--- src/rtl/rtc_burst_pkg.sv ---
`timescale 1ns/1ps
// Package: rtc_burst_pkg
// Shared defaults and the controller state type for the three-wire RTC
// burst reader. Assumes one synchronous clock domain.
package rtc_burst_pkg;

    // Default read-burst command issued at the start of each transaction.
    localparam logic [7:0] RTC_BURST_CMD = 8'hBF;

    // Default number of command bits and reply bytes.
    localparam int RTC_CMD_BITS   = 8;
    localparam int RTC_REPLY_BYTES = 8;

    // Controller state: idle, armed by trigger fall, or clocking the bus.
    typedef enum logic [1:0] {
        ST_IDLE  = 2'd0,
        ST_ARMED = 2'd1,
        ST_RUN   = 2'd2
    } rtc_state_e;

endpackage

--- src/rtl/rtc_sclk_gen.sv ---
`timescale 1ns/1ps
// Module: rtc_sclk_gen
// Divides the system clock into the serial clock while `run` is high.
// Produces one-cycle strobes in the cycle before sclk rises and before it
// falls, so downstream registers change on the same edge as sclk.
// Assumes CLK_DIV is even and at least 4; sclk idles low.
module rtc_sclk_gen #(
    parameter int CLK_DIV = 4
) (
    input  logic clk,
    input  logic rst_n,
    input  logic run,
    output logic sclk,
    output logic rise_tick,
    output logic fall_tick
);
    localparam int DIV_W = (CLK_DIV > 2) ? $clog2(CLK_DIV) : 1;
    localparam logic [DIV_W-1:0] RISE_AT = DIV_W'(CLK_DIV / 2 - 1);
    localparam logic [DIV_W-1:0] FALL_AT = DIV_W'(CLK_DIV - 1);

    logic [DIV_W-1:0] div_cnt;
    logic             sclk_q;

    assign rise_tick = run && (div_cnt == RISE_AT);
    assign fall_tick = run && (div_cnt == FALL_AT);
    assign sclk      = sclk_q;

    // Phase counter: wraps once per serial clock period, held at zero when idle.
    always_ff @(posedge clk) begin
        if (!rst_n || !run) begin
            div_cnt <= '0;
        end else if (div_cnt == FALL_AT) begin
            div_cnt <= '0;
        end else begin
            div_cnt <= div_cnt + 1'b1;
        end
    end

    // Serial clock register: high for the second half of each period.
    always_ff @(posedge clk) begin
        if (!rst_n || !run) begin
            sclk_q <= 1'b0;
        end else if (rise_tick) begin
            sclk_q <= 1'b1;
        end else if (fall_tick) begin
            sclk_q <= 1'b0;
        end
    end

endmodule

--- src/rtl/rtc_pulse_seq.sv ---
`timescale 1ns/1ps
// Module: rtc_pulse_seq
// Counts serial clock pulses in a transaction and decodes the pulse numbers
// that switch the command shift, the bus turnaround, the reply sampling and
// the terminal count. Assumes the count is cleared whenever `run` is low.
module rtc_pulse_seq #(
    parameter int CMD_W   = 8,
    parameter int N_BYTES = 8
) (
    input  logic clk,
    input  logic rst_n,
    input  logic run,
    input  logic rise_tick,
    input  logic fall_tick,
    output logic shift_en,
    output logic turn_en,
    output logic sample_en,
    output logic done
);
    localparam int TOTAL  = CMD_W + 8 * N_BYTES;
    localparam int PCNT_W = $clog2(TOTAL + 1);
    localparam logic [PCNT_W-1:0] CMD_LAST  = PCNT_W'(CMD_W);
    localparam logic [PCNT_W-1:0] PULSE_END = PCNT_W'(TOTAL);

    logic [PCNT_W-1:0] pulse_cnt;

    // Pulse counter: increments on every serial clock rise of the transaction.
    always_ff @(posedge clk) begin
        if (!rst_n || !run) begin
            pulse_cnt <= '0;
        end else if (rise_tick) begin
            pulse_cnt <= pulse_cnt + 1'b1;
        end
    end

    // Next command bit is presented after falls 1..CMD_W-1.
    assign shift_en  = fall_tick && (pulse_cnt < CMD_LAST);
    // The rise that begins pulse CMD_W+1 hands the line to the peripheral.
    assign turn_en   = rise_tick && (pulse_cnt == CMD_LAST);
    // Every rise from pulse CMD_W+1 onward samples one reply bit.
    assign sample_en = rise_tick && (pulse_cnt >= CMD_LAST);
    // Terminal count: the fall that ends the last pulse.
    assign done      = fall_tick && (pulse_cnt == PULSE_END);

endmodule

--- src/rtl/rtc_cmd_shifter.sv ---
`timescale 1ns/1ps
// Module: rtc_cmd_shifter
// Holds the command byte, shifts it out LSB first, and owns the registered
// direction flag (line drive enable). Outputs are registers, so neither the
// data value nor the enable glitches at the turnaround.
// Assumes `load` and `start` never occur in the same cycle.
module rtc_cmd_shifter #(
    parameter int         CMD_W    = 8,
    parameter logic [7:0] CMD_CODE = 8'hBF
) (
    input  logic clk,
    input  logic rst_n,
    input  logic load,
    input  logic start,
    input  logic shift_en,
    input  logic turn_en,
    input  logic done,
    output logic dq_out,
    output logic dq_oe
);
    logic [CMD_W-1:0] cmd_sr;
    logic             dq_q;
    logic             oe_q;

    assign dq_out = dq_q;
    assign dq_oe  = oe_q;

    // Command register: parallel load on trigger fall, shift right per bit sent.
    always_ff @(posedge clk) begin
        if (!rst_n) begin
            cmd_sr <= '0;
        end else if (load) begin
            cmd_sr <= CMD_W'(CMD_CODE);
        end else if (start || shift_en) begin
            cmd_sr <= {1'b0, cmd_sr[CMD_W-1:1]};
        end
    end

    // Line value: takes the next command bit while the serial clock is low.
    always_ff @(posedge clk) begin
        if (!rst_n) begin
            dq_q <= 1'b0;
        end else if (start || shift_en) begin
            dq_q <= cmd_sr[0];
        end
    end

    // Direction flag: drive from start until the turnaround or terminal count.
    always_ff @(posedge clk) begin
        if (!rst_n) begin
            oe_q <= 1'b0;
        end else if (turn_en || done) begin
            oe_q <= 1'b0;
        end else if (start) begin
            oe_q <= 1'b1;
        end
    end

endmodule

--- src/rtl/rtc_capture.sv ---
`timescale 1ns/1ps
// Module: rtc_capture
// Shifts reply bits into a hidden chain (first bit ends at bit 0), copies
// the chain to the output latch at terminal count, and gates each latched
// byte with its own active-low enable.
module rtc_capture #(
    parameter int N_BYTES = 8
) (
    input  logic                 clk,
    input  logic                 rst_n,
    input  logic                 sample_en,
    input  logic                 dq_in,
    input  logic                 done,
    input  logic [N_BYTES-1:0]   byte_oe_n,
    output logic [8*N_BYTES-1:0] rd_data
);
    localparam int DATA_W = 8 * N_BYTES;

    logic [DATA_W-1:0] chain;
    logic [DATA_W-1:0] latch_q;

    // Shift chain: new bit enters at the top, so earlier bits move toward bit 0.
    always_ff @(posedge clk) begin
        if (!rst_n) begin
            chain <= '0;
        end else if (sample_en) begin
            chain <= {dq_in, chain[DATA_W-1:1]};
        end
    end

    // Output latch: updated only when the transaction finishes.
    always_ff @(posedge clk) begin
        if (!rst_n) begin
            latch_q <= '0;
        end else if (done) begin
            latch_q <= chain;
        end
    end

    // Per-byte output gating for display multiplexing.
    for (genvar k = 0; k < N_BYTES; k++) begin : g_byte
        assign rd_data[8*k +: 8] = byte_oe_n[k] ? 8'h00 : latch_q[8*k +: 8];
    end

endmodule

--- src/rtl/rtc_burst_reader.sv ---
`timescale 1ns/1ps
// Module: rtc_burst_reader
// Top of the three-wire RTC burst reader. Detects trigger edges, runs the
// idle/armed/run controller and connects the clock divider, pulse sequencer,
// command shifter and reply capture.
// Assumes trig_n is synchronous to clk and CLK_DIV is even and at least 4.
module rtc_burst_reader
    import rtc_burst_pkg::*;
#(
    parameter int         CLK_DIV  = 4,
    parameter int         CMD_W    = RTC_CMD_BITS,
    parameter int         N_BYTES  = RTC_REPLY_BYTES,
    parameter logic [7:0] CMD_CODE = RTC_BURST_CMD
) (
    input  logic                 clk,
    input  logic                 rst_n,
    input  logic                 trig_n,
    input  logic [N_BYTES-1:0]   byte_oe_n,
    input  logic                 dq_in,
    output logic                 ce,
    output logic                 sclk,
    output logic                 dq_out,
    output logic                 dq_oe,
    output logic                 busy,
    output logic [8*N_BYTES-1:0] rd_data
);
    rtc_state_e state;
    logic       trig_q;
    logic       trig_fall;
    logic       trig_rise;
    logic       run;
    logic       load;
    logic       start;
    logic       rise_tick;
    logic       fall_tick;
    logic       shift_en;
    logic       turn_en;
    logic       sample_en;
    logic       done;

    // Trigger history for edge detection.
    always_ff @(posedge clk) begin
        if (!rst_n) begin
            trig_q <= 1'b1;
        end else begin
            trig_q <= trig_n;
        end
    end

    assign trig_fall = trig_q && !trig_n;
    assign trig_rise = !trig_q && trig_n;
    assign run       = (state == ST_RUN);
    assign load      = trig_fall && !run;
    assign start     = trig_rise && (state == ST_ARMED);

    // Controller: fall arms, rise starts, terminal count returns to idle.
    always_ff @(posedge clk) begin
        if (!rst_n) begin
            state <= ST_IDLE;
        end else begin
            unique case (state)
                ST_IDLE:  if (trig_fall) state <= ST_ARMED;
                ST_ARMED: if (trig_rise) state <= ST_RUN;
                ST_RUN:   if (done)      state <= ST_IDLE;
                default:                 state <= ST_IDLE;
            endcase
        end
    end

    assign ce   = run;
    assign busy = (state != ST_IDLE);

    rtc_sclk_gen #(
        .CLK_DIV (CLK_DIV)
    ) u_sclk (
        .clk       (clk),
        .rst_n     (rst_n),
        .run       (run),
        .sclk      (sclk),
        .rise_tick (rise_tick),
        .fall_tick (fall_tick)
    );

    rtc_pulse_seq #(
        .CMD_W   (CMD_W),
        .N_BYTES (N_BYTES)
    ) u_seq (
        .clk       (clk),
        .rst_n     (rst_n),
        .run       (run),
        .rise_tick (rise_tick),
        .fall_tick (fall_tick),
        .shift_en  (shift_en),
        .turn_en   (turn_en),
        .sample_en (sample_en),
        .done      (done)
    );

    rtc_cmd_shifter #(
        .CMD_W    (CMD_W),
        .CMD_CODE (CMD_CODE)
    ) u_cmd (
        .clk      (clk),
        .rst_n    (rst_n),
        .load     (load),
        .start    (start),
        .shift_en (shift_en),
        .turn_en  (turn_en),
        .done     (done),
        .dq_out   (dq_out),
        .dq_oe    (dq_oe)
    );

    rtc_capture #(
        .N_BYTES (N_BYTES)
    ) u_cap (
        .clk       (clk),
        .rst_n     (rst_n),
        .sample_en (sample_en),
        .dq_in     (dq_in),
        .done      (done),
        .byte_oe_n (byte_oe_n),
        .rd_data   (rd_data)
    );

endmodule

--- config.mk ---
export PLATFORM = sky130hd
export DESIGN_NAME = rtc_burst_reader
export DESIGN_NICKNAME = d
export VERILOG_FILES = /design/src/rtl/rtc_burst_pkg.sv /design/src/rtl/rtc_sclk_gen.sv /design/src/rtl/rtc_pulse_seq.sv /design/src/rtl/rtc_cmd_shifter.sv /design/src/rtl/rtc_capture.sv /design/src/rtl/rtc_burst_reader.sv
export SDC_FILE = /design/constraint.sdc
export NUM_CORES = 1
export LEC_CHECK = 0
export BUFFER_PORTS_ARGS = -buffer_cell sky130_fd_sc_hd__buf_4
export CAP_MARGIN = 15
export CORE_ASPECT_RATIO = 0.75
export CORE_MARGIN = 10
export CORE_UTILIZATION = 30
export DETAILED_ROUTE_END_ITERATION = 6
export GPL_TIMING_DRIVEN = 0
export SYNTH_ARGS = -nofsm -noshare
export SYNTH_HDL_FRONTEND = slang
export SYNTH_HIERARCHICAL = 1
export SYNTH_SLANG_ARGS = --single-unit
--- constraint.sdc ---
create_clock -name clk -period 1.8 [get_ports clk]
set_input_delay 0.09 -clock clk [delete_from_list [all_inputs] [get_ports clk]]
set_output_delay 0.09 -clock clk [all_outputs]
set_load 0.005 [all_outputs]
==> flow_summary.ini, run 1 <==
[synth]
async_reset_ff_share_pct = 0
synthMuxAreaShare_pct = 20.3
yosysUniqueCellTypes = 37
ys_seq_elements = 151
seq_area_frac_synth_pct = 47.6
synth_area_leader_cell = dfxtp_1
synth-simple-area-share_pct = 23.7
synth-edff-count = 0
ys_dominant_reg_cell = dfxtp_1
synth_top_cell_area_share_pct = 47.6
netlist_instances = 585
synth_top_family_by_area = simple AND/OR/NAND/NOR gates
synth_compound_area_share_pct = 2.19
synthAdderAreaFrac_pct = 0.788
ys_warn_count = 6
synth_nets = 601
avgSynthCellArea_um2 = 10.9
ys_top_cells_by_area = dfxtp_1 48%, mux2i_1 20%, nor2b_1 19%
synth-xor-area-share_pct = 0.552
syn-cell-area_mm2 = 0.00635

[sta]
slew_headroom_pct = 69.3
period_needed_ns = 1.93
finalCritPeriodShare_pct = 107
skew_ns = 0.00940
max_freq_ghz = 0.517
setup_slack_ns = -0.135
rsz0062_at_grt = true
worst_slew_pin_slew_ns = 0.459
drv_slew = 0
setup_viol = 58
hold_viol = 0

[worst_setup_path]
cp_max_fo = 9
crit_type = reg -> reg
crit_buf_inv = 3
crit_required_ns = 2.10
cp-start-kind = flip-flop
crit_family = simple AND/OR/NAND/NOR gates
path_cells = inv_4, ha_4, nand2_2, or4_4, nor2_4, buf_12, buf_12, mux2i_2, nor2b_1
end_kind = flip-flop
cp_slowest_cell = or4_4
crit_arrival_ns = 2.24
cpMostUsedCell = buf_12
cpPeakStageDelay_ns = 0.44

[cells_and_area]
fin_area_mm2 = 0.00838
final_util_pct = 40.9
n_antenna_cell = 0
fin_nets = 723
syn2layout_area_growth_pct = 32.0
drive_gt1_share_pct = 24.2
stdcell_count = 1002
final_common_cell = nor2b_1
most-common-layout-cells = 192 x nor2b_1, 146 x dfxtp_1, 126 x mux2i_1, 87 x buf_4, 22 x clkbuf_16

[power_and_ir_drop]
ir_drop_uv = 508
combPwrFrac_pct = 2.6
p_int_mw = 5.75
fin_total_pwr_mw = 7.28
switchingPower_mw = 1.53
clkPwrFrac_pct = 51.1
powerDensity_mw_per_mm2 = 869
switching_share_pct = 21.0
seqPwrFrac_pct = 46.3
p_leak_nw = 2.85

[floorplanning]
ioPinCount = 81
die_h_um = 146
rows = 45
coreArea_mm2 = 0.0205
fp.dieArea_mm2 = 0.0274
die_x_um = 188
start_util_pct = 31.0

[global_routing]
grt_antenna_before_repair = 0
grt.total_usage_pct = 10.0
grt_overflow = 0
grt_start_max_net_pins = 17
grt_pass1_vias = 4185
grt_first_pass_wirelength_um = 22300

[clock_tree]
clock_path_buffers = 2
clock_sinks = 151
cts_buffers = 17
clk_pin_slew_ns = 0.06
cts_root_buffer = clkbuf_16
cts_tree = yes
clkLatencyLatePin_ns = 0.42
cts-htree-levels = 4

[status]
outcome = finished with violations
failed_checks = setup timing

[detailed_routing]
wl_per_cell_um = 13.7
wirelength_um = 13700
vias_per_cell = 4.18
drt_first_pass_iters = 4
drtIter0Drc = 206
drc_errors = 0
postRouteAntennaNets = 0
num_vias = 4190

[placed_design]
dpl.cell_count = 947
dpl_cell_area_mm2 = 0.00731
place_ws_ns = -0.355
dp_hpwl_um = 9050
portBuffers = 80
gp_congestion = 0.696

[flow_run]
max-cap-violations = 0

[min_path]
hp-class = reg -> reg
==> cell usage after synthesis (all sizes together), types with 3 or more instances <==
library cell,n
ha,4
nand4,3
nor2,8
dfxtp,151
nand2b,3
nand2,8
o311a,6
mux2i,129
or4,7
o21ai,4
clkbuf,14
buf,19
nor2b,194
a21oi,5
nor3b,4
xor2,3
inv,5
and2,3
==> path summary, 6_finish.rpt <==
path                                         start                 to  slack (ns)  depth (start not counted)
worst max-delay path            u_seq/pulse_cnt[0]  u_cap/latch_q[32]       -0.13                          9
worst min-delay path             u_sclk/div_cnt[0]  u_sclk/div_cnt[0]        0.43                          1
worst min register to register   u_sclk/div_cnt[0]  u_sclk/div_cnt[0]        0.43                          1
worst max register to register  u_seq/pulse_cnt[0]  u_cap/latch_q[32]       -0.13                          9
==> layout make-up <==
| class | instances | area, um^2 |
|---|---|---|
| buffer | 33 | 352 |
| inverter | 5 | 21.3 |
| tap | 282 | 353 |
| clock buffer | 21 | 470 |
| fill | 2068 | 12100 |
| clock inverter | 11 | 144 |
| multi-input combinational | 396 | 3080 |
| sequential | 151 | 3030 |
| timing repair buffer | 103 | 930 |
==> repair_timing <==
item                                   in CTS  in global routing
setup endpoints to repair                 139                133
pin swaps                                   1                  1
hold buffers                                4                  0
gates resized for setup                    27                 19
cloned                                      3                  5
endpoints found under the hold margin       7                  0
buffers inserted                            9                  3
==> power by group through the flow <==
stage | sequential, mW | combinational, mW | clock, mW
after global routing | 3.37 | 0.212 | 3.97
after global placement | 3.44 | 0.184 | 0
after floorplan | 3.44 | 0.108 | 0
after CTS | 3.37 | 0.193 | 3.83
final | 3.37 | 0.190 | 3.72
after detailed placement | 3.45 | 0.184 | 0
==> metrics by stage <==
step           setup TNS (ns)  hold WS [ns]
2_1_floorplan               0         0.163
3_3_place_gp           -34.84         0.306
3_5_place_dp           -38.95         0.310
4_1_cts                 -6.72         0.472
5_1_grt                -10.63         0.448
6_report                -5.31         0.434
==> kinds of logic (layout without fill, tap and decap cells) <==
logic type	Yosys count	after routing
adders and majority gates	4	4
DFF	151	151
and+or+nand+nor	240	240
buffers and inverters	38	173
muxes	129	129
AOI/OAI and AO/OA	19	19
xor gates and xnor gates	4	4
==> sequential cells by signal (all words and copies together) (netlist names) <==
| name | count |
|---|---|
| u_cap/chain | 64 |
| u_cap/latch_q | 64 |
| u_cmd/cmd_sr | 8 |
| u_seq/pulse_cnt | 7 |
| state | 2 |
| u_sclk/div_cnt | 2 |
| trig_q | 1 |
| u_cmd/dq_oe | 1 |
| u_cmd/dq_out | 1 |
| u_sclk/sclk | 1 |
==> layer usage <==
| metal | GRT usage [%] | wire [um] | vias up | part of all wire (%) |
|---|---|---|---|---|
| met5 | 0 | 0 | - | 0 |
| li1 | - | - | 2205 | - |
| met4 | 3.95 | 191 | 0 | 1.4 |
| met3 | 3.78 | 684 | 19 | 5.0 |
| met2 | 14.1 | 5670 | 60 | 41 |
| met1 | 13.5 | 7200 | 1906 | 52 |
Note: power is estimated with default switching activity, not from simulation.
==> run 2, diff against run 1 <==
- CELL_PAD_IN_SITES_DETAIL_PLACEMENT: default -> 0
- CELL_PAD_IN_SITES_GLOBAL_PLACEMENT: default -> 2
- PLACE_DENSITY_LB_ADDON: default -> 0.1
- REMOVE_ABC_BUFFERS: default -> 1
==> run 2 against run 1 <==
The flow still finishes with violations (setup timing). Clock-buffer cell count fell by 1. Cell count shrank 2.2%. Sequential power hardly changed. Non-clock buffer count shrank 22. Global-route usage is 0.13 points higher. Largest power group unchanged.
==> flow_summary.ini, run 2 (synthesized netlist as in run 1, its figures left out) <==
[worst_setup_path]
cp-start-kind = flip-flop
cpPeakStageDelay_ns = 0.44
cp_num_cells = 10
cp_max_fo = 7
crit_type = reg -> reg
crit_required_ns = 2.11
crit_buf_inv = 4
crit_arrival_ns = 2.24
crit_family = simple AND/OR/NAND/NOR gates
rr_worst_depth = 10
path_cells = inv_4, ha_4, nand2_2, or4_4, nor2_4, buf_12, buf_4, clkbuf_16, mux2i_1, nor2b_1
end_kind = flip-flop
cp_slowest_cell = or4_4

[cells_and_area]
most-common-layout-cells = 192 x nor2b_1, 147 x dfxtp_1, 125 x mux2i_1, 95 x buf_4, 19 x clkbuf_16
drive_gt1_share_pct = 24.1
syn2layout_area_growth_pct = 28.7
fin_nets = 701
final_common_cell = nor2b_1
stdcell_count = 980
n_antenna_cell = 0
reg_top3 = u_cap/chain: 64 flops, u_cap/latch_q: 64 flops, u_cmd/cmd_sr: 8 flops

[floorplanning]
coreArea_mm2 = 0.0205
die_x_um = 188
die_h_um = 146
rows = 45
start_util_pct = 31.0
fp.dieArea_mm2 = 0.0274
ioPinCount = 81

[sta]
slew_headroom_pct = 60.8
rsz0062_at_grt = true
hold_viol = 0
drv_slew = 0
setup_viol = 50
setup_slack_ns = -0.134
period_needed_ns = 1.93
worst_slew_pin_slew_ns = 0.589
skew_ns = 0.0155
max_freq_ghz = 0.517
finalSetupTns_ns = -4.44
finalCritPeriodShare_pct = 107

[placed_design]
dpl.cell_count = 920
gp_congestion = 0.692
portBuffers = 80
dp_hpwl_um = 8620

[global_routing]
grt_start_max_net_pins = 142
grt_first_pass_wirelength_um = 22700
grt_overflow = 0
grt_antenna_before_repair = 0
grt.total_usage_pct = 10.2
grt_pass1_vias = 4201

[detailed_routing]
drtIter0Drc = 176
drt_first_pass_iters = 7
wl_per_cell_um = 14.4
postRouteAntennaNets = 0
wirelength_um = 14200
vias_per_cell = 4.31
drc_errors = 0
num_vias = 4220

[clock_tree]
cts_root_buffer = clkbuf_16
clock_sinks = 151
clock_path_buffers = 2
clk_pin_slew_ns = 0.07
cts-htree-levels = 4
clkLatencyLatePin_ns = 0.42
cts_tree = yes
cts_buffers = 17

[power_and_ir_drop]
p_leak_nw = 2.77
powerDensity_mw_per_mm2 = 876
fin_total_pwr_mw = 7.15
ir_drop_uv = 434

[status]
failed_checks = setup timing
outcome = finished with violations

[min_path]
hp-class = in -> reg
hold_depth = 2

[flow_run]
max-cap-violations = 0
run 2: timing repair:
item | 4_1_cts | 5_1_grt
endpoints found under the setup margin | 139 | 125
buffers inserted | 14 | 9
hold buffers | 2 | 0
pin swaps | 1 | 1
gates resized for setup | 18 | 13
endpoints found under the hold margin | 3 | 0
gates cloned | 3 | 2
run 2: final cells by class:
| class | count | area (um^2) |
|---|---|---|
| repair buffers | 114 | 1080 |
| clock inverters | 12 | 143 |
| inverters | 5 | 21.3 |
| flip-flops and latches | 151 | 3030 |
| multi-input cells | 396 | 3090 |
| fillers | 2028 | 12300 |
| well taps | 282 | 353 |
| clock buffers | 20 | 457 |
run 2: worst paths after layout:
| check | from | to | slack (ns) |
|---|---|---|---|
| worst max-delay path | u_seq/pulse_cnt[0] | u_cap/latch_q[58] | -0.13 |
| worst max register to register | u_seq/pulse_cnt[0] | u_cap/latch_q[58] | -0.13 |
| worst min-delay path | rst_n | u_cap/chain[56] | 0.21 |
| worst min register to register | u_sclk/div_cnt[0] | u_sclk/div_cnt[0] | 0.43 |
run 2: stage by stage:
| stage | hold WS [ns] | cell area (um^2) | util (%) | worst slack (ns) |
|---|---|---|---|---|
| after floorplan | 0.163 | 6060 | - | -3.84 |
| after global placement | 0.301 | 7010 | 34.2 | -6.00 |
| after detailed placement | 0.314 | 7140 | 34.8 | -0.846 |
| after CTS | 0.397 | 8050 | 39.3 | -0.131 |
| after global routing | 0.234 | 8170 | 39.9 | -0.237 |
| final | 0.209 | 8170 | 39.9 | -0.134 |
run 2: worst register-to-register path, delay by kind of cell, from the launching register on:
family	cells	cell delay, ns
adders and majority gates	1	0.13
buffers and inverters	4	0.48
and+or+nand+nor	4	0.69
DFF	1	0.35
muxes	1	0.18
run 2: layer usage:
metal	part of all wire [%]	track usage, %
met5	0	0
met3	3.4	3.08
met2	43	15.2
met4	1.3	3.83
met1	52	13.5
run 2: power by group:
group / total [mW] / internal (mW) / switching (mW)
clock network: 3.60 / 2.14 / 1.46
logic: 0.183 / 0.0952 / 0.0882
registers: 3.37 / 3.36 / 0.0114
==> run 3, diff against run 2 <==
- SYNTH_HIERARCHICAL: 1 -> default
==> run 3 against run 2 <==
The flow now finishes without violations. Total power increased by 2.1%. Routed wire length increased by 6.7%. Register-to-register slack improved by 0.26 ns. Area after synthesis decreased by 4.3%. Largest power group unchanged. Non-clock buffer count decreased by 18. Setup slack improved by 0.26 ns.
==> flow_summary.ini, run 3 <==
[status]
outcome = finished clean

[sta]
drv_slew = 0
slew_headroom_pct = 46.0
worst_slew_pin_slew_ns = 0.808
finalCritPeriodShare_pct = 92.8
finalSetupTns_ns = 0
hold_viol = 0
setup_slack_ns = 0.129
hold_slack_ns = 0.0795
max_freq_ghz = 0.599
setup_viol = 0
period_needed_ns = 1.67
skew_ns = 0.0102

[cells_and_area]
most-common-layout-cells = 197 x nand2_1, 149 x dfxtp_1, 86 x buf_4, 76 x nand3_1, 66 x o21ai_0
final_common_cell = nand2_1
reg_top3 = u_cap.chain: 64 flops, u_cap.latch_q: 64 flops, u_cmd.cmd_sr: 8 flops
drive_gt1_share_pct = 17.2
stdcell_count = 1067
seq_area_mm2 = 0.00303
fin_area_mm2 = 0.00765
n_antenna_cell = 0
multi_input_area_mm2 = 0.00284
syn2layout_area_growth_pct = 25.9
final_util_pct = 38.9
fin_nets = 817
nFillCells = 2026

[detailed_routing]
wirelength_um = 15100
drt_first_pass_iters = 4
postRouteAntennaNets = 0
drtIter0Drc = 259
wl_per_cell_um = 14.2
vias_per_cell = 4.61
num_vias = 4917
drc_errors = 0

[worst_setup_path]
cp-start-kind = flip-flop
end_kind = flip-flop
cp_max_fo = 35
crit_required_ns = 2.15
crit_type = reg -> reg
crit_arrival_ns = 2.02

[global_routing]
grt.total_usage_pct = 11.5
grt_start_max_net_pins = 122
grt_overflow = 0
grt_antenna_before_repair = 0
grt_pass1_vias = 4790
grt_first_pass_wirelength_um = 24500

[placed_design]
dpl.cell_count = 1021
gp_congestion = 0.701
dp_hpwl_um = 8510
place_ws_ns = -0.424
dpl_cell_area_mm2 = 0.00684
portBuffers = 80

[synth]
seq_area_frac_synth_pct = 49.7
synth_area_leader_cell = dfxtp_1
ys_dominant_reg_cell = dfxtp_1
yosysMostFrequentCell = nand2_1
yosysUniqueCellTypes = 37
async_reset_ff_share_pct = 0
netlist_instances = 737
ys_top_cells_by_count = 197 x nand2_1, 151 x dfxtp_1, 76 x nand3_1, 66 x nor2b_1, 66 x o21ai_0
ys_warn_count = 0
avgSynthCellArea_um2 = 8.25
ys_top_cells_by_area = dfxtp_1 50%, nand2_1 12%, nor2b_1 6.8%
synth-edff-count = 0
ys_seq_elements = 151
synth_top_cell_area_share_pct = 49.7
syn-cell-area_mm2 = 0.00608

[flow_run]
max-cap-violations = 0

[clock_tree]
clock_path_buffers = 2
clkLatencyLatePin_ns = 0.42
clock_sinks = 151
cts_root_buffer = clkbuf_16
cts_tree = yes
clk_pin_slew_ns = 0.06
cts_buffers = 17
cts-htree-levels = 4

[floorplanning]
coreArea_mm2 = 0.0197
start_util_pct = 30.9
rows = 44
fp.dieArea_mm2 = 0.0264
die_x_um = 184
die_h_um = 143
ioPinCount = 81

[power_and_ir_drop]
fin_total_pwr_mw = 7.30
p_leak_nw = 2.74
powerDensity_mw_per_mm2 = 954
ir_drop_uv = 455

[min_path]
hp-class = in -> reg
run 3: cell count changes after synthesis, sizes merged, moves of 6 or more:
cell    previous run  this run
nor2b            194        66
o21ai              4        82
clkbuf            14        29
o311a              6         0
mux2i            129         1
a21boi             0        64
nand2              8       197
or4                7         0
nand3              0        76
buf               19        25
run 3: timing repair:
item / CTS / global route
cloned: 3 / 1
resized for setup: 9 / 6
hold endpoints to repair: 2 / 0
endpoints found under the setup margin: 128 / 77
pin swaps: 3 / 1
buffers inserted: 7 / 1
hold buffers: 2 / 0
run 3: layout make-up:
| type | count | area share (%) |
|---|---|---|
| clock inverters | 9 | 1.93 |
| multi-input cells | 530 | 37.1 |
| clock buffers | 23 | 6.11 |
| inverters | 5 | 0.245 |
| flip-flops and latches | 151 | 39.5 |
| repair buffers | 96 | 10.9 |
| well taps | 253 | 4.14 |
run 3: critical path: stages, from the launching register on:
cell and delay (ns):
dfxtp_1 0.43, nor2b_4 0.37, and3_4 0.34, buf_16 0.21
nand3_1 0.12, o21ai_0 0.10
run 3: cells by family (layout without fill, tap and decap cells):
logic type,after synthesis,count (layout),synth area share (%)
fa+ha+maj,5,5,0.988
xor+xnor,4,4,0.577
flops,151,151,49.7
compound gates,152,152,15.3
simple gates,364,367,28.0
buf+inv,59,133,5.02
mux,2,2,0.350
run 3: worst paths after layout:
| check | end | start | slack, ns | cells past startpoint |
|---|---|---|---|---|
| min reg2reg | u_cap.latch_q[12] | u_cap.latch_q[12] | 0.45 | 2 |
| max | u_cap.latch_q[2] | state[1] | 0.13 | 5 |
| max reg2reg | u_cap.latch_q[2] | state[1] | 0.13 | 5 |
| min | trig_q | rst_n | 0.08 | 2 |
run 3: routing by layer:
metal | up-vias | wire length (um) | track usage, %
met4 | 0 | 236 | 4.99
met3 | 17 | 787 | 3.35
met1 | 2255 | 7740 | 15.4
met2 | 77 | 6350 | 16.6
li1 | 2568 | - | -
met5 | - | 0 | 0
run 3: power by group:
part	switching (mW)	internal, mW
registers	0.0117	3.36
clock network	1.38	2.39
logic	0.105	0.0635
